<file path="src/rtl/seed_mix_pkg.sv">
package seed_mix_pkg;

    typedef enum logic {
        DEST_GEN = 1'b0,
        DEST_EXT = 1'b1
    } dest_e;

    localparam int unsigned SEED_W_DEF  = 256;
    localparam int unsigned ROT_DEF     = 13;
    localparam int unsigned NEED_DEF    = 2;

endpackage

</file>
<file path="src/rtl/seed_absorb.sv">
module seed_absorb #(
    parameter int unsigned W    = 256,
    parameter int unsigned ROT  = 13,
    parameter int unsigned NEED = 2,
    parameter logic [W-1:0] KEY = {4{64'hC3A5_96F0_0F69_5A3C}}
) (
    input  logic         clk,
    input  logic         rst_n,
    input  logic         acc_i,
    input  logic [W-1:0] data_i,
    input  logic         healthy_i,
    output logic         done_o,
    output logic [W-1:0] seed_o
);
    localparam int unsigned CW = $clog2(NEED + 1);

    typedef struct packed {
        logic [W-1:0]  run;
        logic [CW-1:0] cnt;
    } absorb_t;

    absorb_t st_q, st_d;
    logic [W-1:0] xored;
    logic [W-1:0] mixed;
    logic         last_one;

    always_comb begin
        xored    = st_q.run ^ data_i;
        mixed    = {xored[W-1-ROT:0], xored[W-1:W-ROT]} ^ KEY;
        last_one = healthy_i && (st_q.cnt == CW'(NEED - 1));
        st_d     = st_q;
        done_o   = 1'b0;
        seed_o   = mixed;
        if (acc_i) begin
            if (last_one) begin
                done_o   = 1'b1;
                st_d.run = '0;
                st_d.cnt = '0;
            end else begin
                st_d.run = mixed;
                st_d.cnt = st_q.cnt + CW'(healthy_i);
            end
        end
    end

    always_ff @(posedge clk) begin
        if (!rst_n) begin
            st_q <= '0;
        end else begin
            st_q <= st_d;
        end
    end


    cnt_bound_chk: assert property (@(posedge clk) disable iff (!rst_n)
        st_q.cnt < CW'(NEED));


    fresh_after_seed_chk: assert property (@(posedge clk) disable iff (!rst_n)
        done_o |=> (st_q.run == '0) && (st_q.cnt == '0));

endmodule

</file>
<file path="src/rtl/seed_steer.sv">
module seed_steer
    import seed_mix_pkg::*;
#(
    parameter int unsigned W = 256
) (
    input  logic         clk,
    input  logic         rst_n,
    input  logic         load_i,
    input  logic [W-1:0] seed_i,
    input  logic         enable_i,
    input  logic         gen_ready_i,
    input  logic         ext_ready_i,
    output logic         full_o,
    output logic         gen_valid_o,
    output logic [W-1:0] gen_seed_o,
    output logic         ext_valid_o,
    output logic [W-1:0] ext_seed_o
);
    typedef struct packed {
        logic         full;
        dest_e        ptr;
        logic [W-1:0] seed;
    } steer_t;

    steer_t st_q, st_d;
    logic   offer;
    logic   fire;

    always_comb begin
        offer       = st_q.full && enable_i;
        gen_valid_o = offer && (st_q.ptr == DEST_GEN);
        ext_valid_o = offer && (st_q.ptr == DEST_EXT);
        gen_seed_o  = (st_q.ptr == DEST_GEN) ? st_q.seed : '0;
        ext_seed_o  = (st_q.ptr == DEST_EXT) ? st_q.seed : '0;
        fire        = (gen_valid_o && gen_ready_i) || (ext_valid_o && ext_ready_i);
        full_o      = st_q.full;
        st_d        = st_q;
        if (fire) begin
            st_d.full = 1'b0;
            st_d.ptr  = (st_q.ptr == DEST_GEN) ? DEST_EXT : DEST_GEN;
            st_d.seed = '0;
        end
        if (load_i) begin
            st_d.full = 1'b1;
            st_d.seed = seed_i;
        end
    end

    always_ff @(posedge clk) begin
        if (!rst_n) begin
            st_q <= '{full: 1'b0, ptr: DEST_GEN, seed: '0};
        end else begin
            st_q <= st_d;
        end
    end


    load_only_empty_chk: assert property (@(posedge clk) disable iff (!rst_n)
        load_i |-> !st_q.full);


    no_dual_valid_chk: assert property (@(posedge clk) disable iff (!rst_n)
        !(gen_valid_o && ext_valid_o));


    gen_then_ext_chk: assert property (@(posedge clk) disable iff (!rst_n)
        (gen_valid_o && gen_ready_i) |=> !gen_valid_o);


    ext_then_gen_chk: assert property (@(posedge clk) disable iff (!rst_n)
        (ext_valid_o && ext_ready_i) |=> !ext_valid_o);


    gen_hold_chk: assert property (@(posedge clk) disable iff (!rst_n)
        (gen_valid_o && !gen_ready_i) |=> st_q.full && $stable(gen_seed_o));


    ext_hold_chk: assert property (@(posedge clk) disable iff (!rst_n)
        (ext_valid_o && !ext_ready_i) |=> st_q.full && $stable(ext_seed_o));


    enable_gate_chk: assert property (@(posedge clk) disable iff (!rst_n)
        !enable_i |-> !gen_valid_o && !ext_valid_o);

endmodule

</file>
<file path="src/rtl/seed_mixer_top.sv">
module seed_mixer_top
    import seed_mix_pkg::*;
#(
    parameter int unsigned W    = SEED_W_DEF,
    parameter int unsigned ROT  = ROT_DEF,
    parameter int unsigned NEED = NEED_DEF,
    parameter logic [W-1:0] KEY = {4{64'hC3A5_96F0_0F69_5A3C}}
) (
    input  logic         clk,
    input  logic         rst_n,
    input  logic         enable,
    input  logic         in_valid,
    output logic         in_ready,
    input  logic [W-1:0] in_data,
    input  logic         in_healthy,
    output logic         gen_valid,
    input  logic         gen_ready,
    output logic [W-1:0] gen_seed,
    output logic         ext_valid,
    input  logic         ext_ready,
    output logic [W-1:0] ext_seed
);
    logic         full;
    logic         accept;
    logic         done;
    logic [W-1:0] fresh_seed;

    always_comb begin
        in_ready = !full;
        accept   = in_valid && in_ready;
    end

    seed_absorb #(
        .W    (W),
        .ROT  (ROT),
        .NEED (NEED),
        .KEY  (KEY)
    ) u_absorb (
        .clk       (clk),
        .rst_n     (rst_n),
        .acc_i     (accept),
        .data_i    (in_data),
        .healthy_i (in_healthy),
        .done_o    (done),
        .seed_o    (fresh_seed)
    );

    seed_steer #(
        .W (W)
    ) u_steer (
        .clk         (clk),
        .rst_n       (rst_n),
        .load_i      (done),
        .seed_i      (fresh_seed),
        .enable_i    (enable),
        .gen_ready_i (gen_ready),
        .ext_ready_i (ext_ready),
        .full_o      (full),
        .gen_valid_o (gen_valid),
        .gen_seed_o  (gen_seed),
        .ext_valid_o (ext_valid),
        .ext_seed_o  (ext_seed)
    );


    busy_blocks_input_chk: assert property (@(posedge clk) disable iff (!rst_n)
        (gen_valid || ext_valid) |-> !in_ready);

endmodule

</file>
<file path="config.mk">
export PLATFORM = sky130hd
export DESIGN_NAME = seed_mixer_top
export DESIGN_NICKNAME = d
export VERILOG_FILES = /design/src/rtl/seed_mix_pkg.sv /design/src/rtl/seed_absorb.sv /design/src/rtl/seed_steer.sv /design/src/rtl/seed_mixer_top.sv
export SDC_FILE = /design/constraint.sdc
export NUM_CORES = 1
export LEC_CHECK = 0
export BUFFER_PORTS_ARGS = -buffer_cell sky130_fd_sc_hd__buf_4
export CAP_MARGIN = 20
export CORE_AREA = 2 2 306 308
export DETAILED_ROUTE_END_ITERATION = 7
export DIE_AREA = 0 0 308 310
export HOLD_SLACK_MARGIN = 0.12
export PLACE_DENSITY_LB_ADDON = 0.05
export SLEW_MARGIN = 20
export SYNTH_ARGS = -nofsm -noshare
export SYNTH_HDL_FRONTEND = slang
export SYNTH_SLANG_ARGS = --single-unit
export TNS_END_PERCENT = 5
</file>
<file path="constraint.sdc">
create_clock -name clk -period 4.99 [get_ports clk]
set_clock_uncertainty 0.15 [all_clocks]
set_input_delay 0.998 -clock clk [delete_from_list [all_inputs] [get_ports clk]]
set_output_delay 0.998 -clock clk [all_outputs]
set_load 0.02 [all_outputs]
</file>
=== Yosys cells after proc, flatten, opt, wreduce, memory -nomap -nowiden ===
Cells that the tools add are included.

* Register bits: 516
* Input bits: 263
* Output and inout bits: 515
* Logic and storage cells: 29

* $add $sub $neg: 1
* Eq/ne operators: 1
* Muxes and demuxes: 9
* Bitwise operators: 3
* Reduce and logical (&&, ||, !) cells: 10

{| class="wikitable"
|+ Operators by type and width
! kind !! number
|-
| $mux W256 || 3
|-
| $mux W258 || 2
|-
| $xor A256 B256 Y256 || 1
|-
| $not A128 Y128 || 1
|-
| $logic_and A1 B1 Y1 || 7
|-
| $mux W1 || 4
|-
| $add A2 B1 Y2 || 1
|-
| $eq A2 B1 Y1 const B || 1
|-
| $reduce_bool A2 Y1 || 1
|-
| $logic_not A1 Y1 || 1
|-
| $logic_or A1 B1 Y1 || 1
|-
| $not A1 Y1 || 1
|}

=== Depth between registers and ports, before layout ===
Gate-level depths: netlist of run 1.

* Depth after elaboration: 6
* Gate-level depth with buffers: 7
* Depth with buffers taken out: 4

=== By module ===
A second synthesis of run 1 with hierarchy kept.

* Cell total of the unflattened synthesis: 2871
* Area, all modules: 28392.2 µm²

{| class="wikitable"
|+ Modules (own cells, without submodules)
! module !! instances !! cells an instance !! area each (µm²) !! seq. area each (µm²)
|-
| seed_steer || 1 || 1465 || 15056.9 || 5165.0
|-
| seed_absorb || 1 || 1404 || 13325.3 || 5165.0
|-
| seed_mixer_top || 1 || 2 || 10.0 || 0.0
|}

=== Worst setup path after synthesis of run 1 ===
No wires, ideal clock.

* Path kind: input -> output
* From: in enable
* To: out gen_valid
* Arrival time: 1377 ps
* Data required time: 3842 ps
* Path slack: 2465 ps
* Stages: 2
* Path buffers: 0
* Cells stage by stage: nand2_1 > nor2_1

* Word-level cells in the longest chain between the ends: 2

{| class="wikitable"
|+ Ends and longest elaborated chain
! item !! RTL line !! text
|-
| from (decl) || seed_mixer_top.sv:11 || <nowiki>input logic enable,</nowiki>
|-
| $logic_and A1 B1 Y1 || seed_steer.sv:30 || <nowiki>offer = st_q.full && enable_i;</nowiki>
|-
| $logic_and A1 B1 Y1 || seed_steer.sv:31 || <nowiki>gen_valid_o = offer && (st_q.ptr == DEST_GEN);</nowiki>
|-
| to (decl) || seed_mixer_top.sv:16 || <nowiki>output logic gen_valid,</nowiki>
|}

No other way between the ends.

=== Worst setup path after layout of run 1 ===
* From: reg u_steer.st_q[256] (netlist bit)
* To: out ext_seed[16]

* Word-level cells in the longest chain between the ends: 1

{| class="wikitable"
|+ Ends and longest elaborated chain
! item !! RTL line !! text
|-
| from (decl) || seed_steer.sv:25 || <nowiki>steer_t st_q, st_d;</nowiki>
|-
| from (signal assigned) || seed_steer.sv:51 || <nowiki>st_q <= '{full: 1'b0, ptr: DEST_GEN, seed: '0};</nowiki>
|-
| from (signal assigned) || seed_steer.sv:53 || <nowiki>st_q <= st_d;</nowiki>
|-
| $mux W256 || seed_steer.sv:34 || <nowiki>ext_seed_o = (st_q.ptr == DEST_EXT) ? st_q.seed : '0;</nowiki>
|-
| to (decl) || seed_mixer_top.sv:21 || <nowiki>output logic [W-1:0] ext_seed</nowiki>
|}

No other way between the ends.

==> flow_metrics.tcl, run 1 <==
set metrics [dict create \
    status "completed" \
    hpwl_mm 73.75 \
    core_area_um2 92490 \
    design.portCount 778 \
    worstHoldPathType "reg2reg" \
    synth_area_leaders "dfxtp_1 40%, nand2_1 11%, o22ai_2 11%" \
    synth.top_cell.area_share_pct 40.07 \
    synth_edf_count 0 \
    wl_per_cell_um 20.58 \
    place.gp.congestion 0.7595 \
    p_per_area_nw_per_um2 308.9 \
    die_w_um 308 \
    die_h_um 310 \
    grt_pass1_wl_mm 147.5 \
    grt_pass1_vias 21991 \
    die_area_um2 95480 \
    maxCapViolCount 0 \
    yosys_warnings 0 \
    synth_nets 3393 \
    cts_root_buffer "clkbuf_16" \
    cp.required_ns 3.84 \
    nets 3998 \
    setup_tns_ns 0 \
    clock_latency_ns 0.63 \
    power.net_switching_uw 2948 \
    start_util_pct 27.87 \
    fin_cells 4987 \
    via_per_inst 4.585 \
    p_int_uw 7689 \
    tritoncts "done" \
    path_cells "buf_12, and2_1, buf_4" \
    drtIter0Drc 1105 \
    clk_path_buf_depth 3 \
    cp-start-kind "flop" \
    avgSynthCellArea_um2 8.239 \
    cts_hold_buf 0 \
    vias 22865 \
    max_freq_mhz 293.1 \
    grt_overflow_total 0 \
    rsz0062_at_grt "no" \
    finalCritPeriodShare_pct 68.38 \
    placed_cells 4868 \
    fill_cells 9843 \
    path_clk_slew_ns 0.06 \
    dr.pass1.iters 5 \
    num_rows 112 \
    crit_type "reg2out" \
    syn-cell-area_um2 25780 \
    ys.flop_type "dfxtp_1" \
    slew_viol_final 0 \
    ctsResizeCount 0 \
    clock_power_share_pct 43.0 \
    postCtsSetupBuffers 0 \
    cpLargestDelayFamily "flip-flops" \
    hold_viol 0 \
    final_antenna_net_count 0 \
    synth_cell_type_count 27 \
    sequentialPowerShare_pct 42.6 \
    drc 0 \
    crit_path_end_kind "primary output" \
    yosysTopAreaCell "dfxtp_1" \
    setup_viol 0 \
    crit_path_max_fanout 150 \
    drt_wl_total_mm 102.6 \
    max_stage_delay_ns 0.66 \
    synthTopCellsByCount "771 x nand2_1, 516 x dfxtp_1, 258 x a21oi_1" \
    drive_above_1_share_pct 30.38 \
    swShare_pct 27.71 \
    crit_slowest_cell "dfxtp_4" \
    finalCriticalPeriod_ns 3.412 \
    antenna_found_initial 22 \
    synth_seq_cells 516 \
    worstPathArrival_ns 2.26 \
    vdd_ir_drop_max_uv 183.0 \
    cts.htree.levels 2 \
    combPwrFrac_pct 14.4 \
    tightest_slew_ns 1.029 \
    cts_buffers 61 \
    grt_use_total_pct 20.39 \
    power.leakage_uw 0.01506 \
    grt_max_degree 184 \
    clock_sinks 516 \
    ys_async_sr_fraction_pct 0 \
    cp_num_buf_inv 2 \
    portBuffers 777 \
    seq_area_frac_synth_pct 40.07 \
    slew_headroom_pct 31.41 \
    postSynthCellCount 3129 \
    area_growth_pct 33.57 \
    synth.most_common_cell "nand2_1" \
]
through the flow:
step	total power, uW	hold WS (ns)	instance area [um^2]	setup slack, ns	utilization (%)
after floorplan	5541	0.2981	25780	2.465	-
after global placement	6183	0.3038	32380	1.760	35.01
after detailed placement	6178	0.3081	32380	1.744	35.01
after CTS	10810	0.3164	34420	1.541	37.21
after global routing	11120	0.3298	34430	1.430	37.23
final	10640	0.3143	34440	1.578	37.23
layout make-up:
type	instances	area (um^2)	share of cell area, %
multi-input combinational	2326	14050	40.79
sequential	516	10330	30.01
timing repair buffer	827	6491	18.85
clock buffer	94	1843	5.352
tap	1197	1498	4.349
clock inverter	17	188.9	0.5487
antenna	8	20.02	0.05814
inverter	2	15.01	0.04360
sequential cells by signal, summed over array words and instances, names as in the netlist:
| signal | cells |
|---|---|
| u_steer.full_o | 1 |
| u_steer.st_q | 257 |
| u_absorb.st_q | 258 |
worst paths after layout:
| path | startpoint | endpoint | slack [ns] | cells past startpoint |
|---|---|---|---|---|
| max reg2reg | u_steer.full_o$_SDFFE_PN0P_ | u_absorb.st_q[74]$_SDFFE_PN0P_ | 2.22 | 5 |
| min | u_absorb.st_q[242]$_SDFFE_PN0P_ | u_absorb.st_q[242]$_SDFFE_PN0P_ | 0.31 | 2 |
| max | u_steer.st_q[256]$_SDFFE_PN0P_ | ext_seed[16] | 1.58 | 3 |
| min reg2reg | u_absorb.st_q[242]$_SDFFE_PN0P_ | u_absorb.st_q[242]$_SDFFE_PN0P_ | 0.31 | 2 |
metal layers:
layer | vias to the layer above | part of all wire (%) | GRT usage (%)
met1 | 10682 | 44 | 26.09
li1 | 11495 | - | -
met4 | 28 | 1.7 | 4.243
met5 | - | 0.19 | 0
met3 | 119 | 5.4 | 4.420
met2 | 541 | 49 | 35.17
cells in the final DEF (no fill, tap or decap), types with 4 or more instances in the layout:
cell,netlist,routed
buf_4,22,804
nand2_1,771,771
dfxtp_1,516,515
a21oi_1,258,258
nand3_1,257,257
nor2b_1,257,256
and2_1,256,256
o22ai_2,221,220
xnor2_1,129,129
xor2_1,128,128
clkbuf_16,0,63
o22ai_1,36,36
buf_12,0,22
clkbuf_1,154,16
clkbuf_8,0,15
clkinv_2,0,12
diode_2,0,8
bufinv_16,0,4
power groups by stage:
stage	sequential (uW)	combinational, uW	clock, uW
global placement	4630	1560	0
CTS	4540	1560	4710
global route	4560	1690	4870
finish	4530	1530	4570
detailed placement	4630	1550	0
floorplan	4540	997	0
logic make-up (layout without fill, tap and decap cells):
family	after synthesis	in the layout	synth area share (%)
flip-flops	516	516	40.07
AO/OA/AOI/OAI	518	518	16.67
buffers and inverters	287	940	5.581
XOR/XNOR	257	257	8.731
other	0	8	0
adder cells (fa/ha/maj)	1	1	0.04852
AND/OR/NAND/NOR	1549	1549	28.86
multiplexers	1	1	0.03883
tightest hold or removal path: stages (launching register included):
cell	delay (ns)
dfxtp_1	0.31
nand2_1	0.05
a21oi_1	0.05
No activity file was read; power rests on OpenSTA's default activity.
==> inputs of run 2 (changes only) <==
--- a/config.mk
+++ b/config.mk
@@ -5,6 +5,7 @@
 export SDC_FILE = /design/constraint.sdc
 export NUM_CORES = 1
 export LEC_CHECK = 0
+export ABC_AREA = 1
 export BUFFER_PORTS_ARGS = -buffer_cell sky130_fd_sc_hd__buf_4
 export CAP_MARGIN = 20
 export CORE_AREA = 2 2 306 308
==> constraint.sdc (replaced) <==
create_clock -name clk -period 3.2 [get_ports clk]
set_clock_uncertainty 0.15 [all_clocks]
set_input_delay 0.64 -clock clk [delete_from_list [all_inputs] [get_ports clk]]
set_output_delay 0.64 -clock clk [all_outputs]
set_load 0.02 [all_outputs]
==> flow_metrics.tcl, run 2 <==
set metrics [dict create \
    synth_cell_type_count 19 \
    cp_num_buf_inv 4 \
    combPwrFrac_pct 13.1 \
    clock_power_share_pct 42.0 \
    max_stage_delay_ns 0.50 \
    wl_per_cell_um 19.51 \
    layout.cells.most_common_list "1029 x nand2_1, 798 x buf_4, 516 x inv_1" \
    largest_reg_flops 258 \
    crit_slowest_cell "dfxtp_4" \
    drive_above_1_share_pct 21.24 \
    dp_slack_ns 0.6887 \
    hp-start "in_data[244]" \
    crit_path_end_kind "primary output" \
    worst-r2r-cell-count 4 \
    setup_tns_ns 0 \
    synth.most_common_cell "nand2_1" \
    status "completed" \
    synthTopCellsByCount "1029 x nand2_1, 517 x inv_1, 516 x dfxtp_1" \
    final_antenna_net_count 0 \
    start_util_pct 26.91 \
    clock_sinks 516 \
    rsz0062_at_grt "no" \
    synth_nets 3905 \
    tightest_slew_ns 1.114 \
    cts.htree.levels 2 \
    reg2reg_from "u_steer.full_o$_SDFFE_PN0P_" \
    tritoncts "done" \
    worstPathArrival_ns 2.10 \
    synth_seq_cells 516 \
    placed_cells 5381 \
    synth_area_leaders "dfxtp_1 42%, nand2_1 16%, a21oi_1 10%" \
    postCtsSetupBuffers 0 \
    holdWs_ns 0.1724 \
    dr.pass1.iters 7 \
    maxCapViolCount 0 \
    cts_hold_buf 0 \
    largest_register "u_absorb.st_q" \
    swShare_pct 27.54 \
    nets 4510 \
    grt_pass1_wl_mm 153.6 \
    setup_ws_ns 0.3141 \
    via_per_inst 4.513 \
    startpoint "u_steer.st_q[256]$_SDFFE_PN0P_" \
    drtIter0Drc 1599 \
    hold_viol 0 \
    fin_cells 5500 \
    power.leakage_uw 0.01602 \
    area_growth_pct 34.83 \
    antenna_found_initial 21 \
    portBuffers 777 \
    clk_path_buf_depth 3 \
    ys_async_sr_fraction_pct 0 \
    rr_endpoint "u_steer.st_q[98]$_SDFFE_PN0P_" \
    cp.depth 5 \
    p_int_uw 11420 \
    hpwl_mm 76.32 \
    finalCriticalPeriod_ns 2.886 \
    path_clk_slew_ns 0.06 \
    yosys_warnings 0 \
    sequentialPowerShare_pct 44.9 \
    num_rows 112 \
    mostFrequentLayoutCell "nand2_1" \
    drc 0 \
    avgSynthCellArea_um2 6.836 \
    vdd_ir_drop_max_uv 404.9 \
    cp-start-kind "flop" \
    ys.flop_type "dfxtp_1" \
    clock_latency_ns 0.63 \
    regToRegSetupSlack_ns 0.96 \
    seq_area_frac_synth_pct 41.50 \
    cts_buffers 60 \
    crit_type "reg2out" \
    slew_viol_final 0 \
    path_cells "buf_12, buf_12, nand2_1, inv_1, buf_4" \
    worstHoldPathType "in2reg" \
    grt_use_total_pct 21.24 \
    design.portCount 778 \
    ctsResizeCount 0 \
    cp.required_ns 2.41 \
    die_area_um2 95480 \
    synth_edf_count 0 \
    grt_max_degree 166 \
    vias 24821 \
    slew_headroom_pct 25.72 \
    place.gp.congestion 0.7769 \
    cpLargestDelayFamily "buffers and inverters" \
    cts_root_buffer "clkbuf_16" \
    p_total_uw 15770 \
    power.net_switching_uw 4342 \
    setup_viol 0 \
    die_w_um 308 \
    syn-cell-area_um2 24890 \
    postSynthCellCount 3641 \
    p_per_area_nw_per_um2 469.8 \
    crit_top_cell "buf_12" \
    finalCritPeriodShare_pct 90.18 \
    die_h_um 310 \
    max_freq_mhz 346.5 \
    synth.top_cell.area_share_pct 41.50 \
    yosysTopAreaCell "dfxtp_1" \
    core_area_um2 92490 \
    drt_wl_total_mm 107.3 \
    crit_path_max_fanout 88 \
    grt_pass1_vias 22939 \
    grt_overflow_total 0 \
    crit_end "ext_seed[66]" \
]
run 2: cell count changes in the layout (fill, tap and decap cells not counted), sizes merged, moves of 9 or more:
cell / change
o22ai: -257
nor2: +257
nand4: +258
inv: +518
a21oi: +257
clkinv: -9
nand2: +259
nand3: -256
and2: -256
nor2b: -257
run 2: layer usage:
layer  up-vias  GRT usage [%]  wire length (um)
met3       115          3.964              6022
met2       648          35.73             51360
met5         -              0                90
li1      12549              -                 -
met1     11495          27.98             47780
met4        14          5.286              2073
run 2: power groups by stage:
stage	sequential (uW)	clock [uW]	combinational (uW)
floorplan	7090	0	1230
global placement	7220	0	2100
CTS	7080	6820	2100
finish	7070	6630	2060
global route	7110	7060	2280
detailed placement	7220	0	2090
run 2: final cells by class:
| cell class | count | area [um^2] |
|---|---|---|
| Antenna cell | 14 | 35.03 |
| Clock buffer | 99 | 1779 |
| Clock inverter | 6 | 62.56 |
| Fill cell | 10245 | 58930 |
| Inverter | 519 | 1971 |
| Multi-Input combinational cell | 2324 | 11350 |
| Sequential cell | 516 | 10330 |
| Tap cell | 1197 | 1498 |
| Timing Repair Buffer | 825 | 6531 |
run 2: cell families after synthesis:
group	after synthesis	share of synthesized area [%]
AO/OA/AOI/OAI	515	10.36
XOR/XNOR	257	9.044
adder cells (fa/ha/maj)	1	0.05026
buffers and inverters	801	12.96
flip-flops	516	41.50
AND/OR/NAND/NOR	1551	26.09
run 2: worst min path at each step:
| stage | to | slack, ns | cells past startpoint |
|---|---|---|---|
| after detailed placement | u_absorb.st_q[71]$_SDFFE_PN0P_ | 0.32 | 2 |
| final | u_absorb.st_q[3]$_SDFFE_PN0P_ | 0.17 | 4 |
| after floorplan | u_absorb.st_q[230]$_SDFFE_PN0P_ | 0.31 | 2 |
| after global routing | u_absorb.st_q[22]$_SDFFE_PN0P_ | 0.16 | 4 |
| after CTS | u_absorb.st_q[27]$_SDFFE_PN0P_ | 0.12 | 4 |
| after global placement | u_absorb.st_q[39]$_SDFFE_PN0P_ | 0.32 | 2 |
run 2: tightest hold or removal path: stages:
cell,delay (ns)
buf_4,0.08
xor2_1,0.06
nand2_1,0.07
a21oi_1,0.05
run 2: metrics by stage:
step | utilization (%) | cell area [um^2]
after floorplan | - | 24890
after global placement | 34.25 | 31680
after detailed placement | 34.25 | 31680
after CTS | 36.24 | 33520
after global routing | 36.28 | 33550
final | 36.28 | 33560
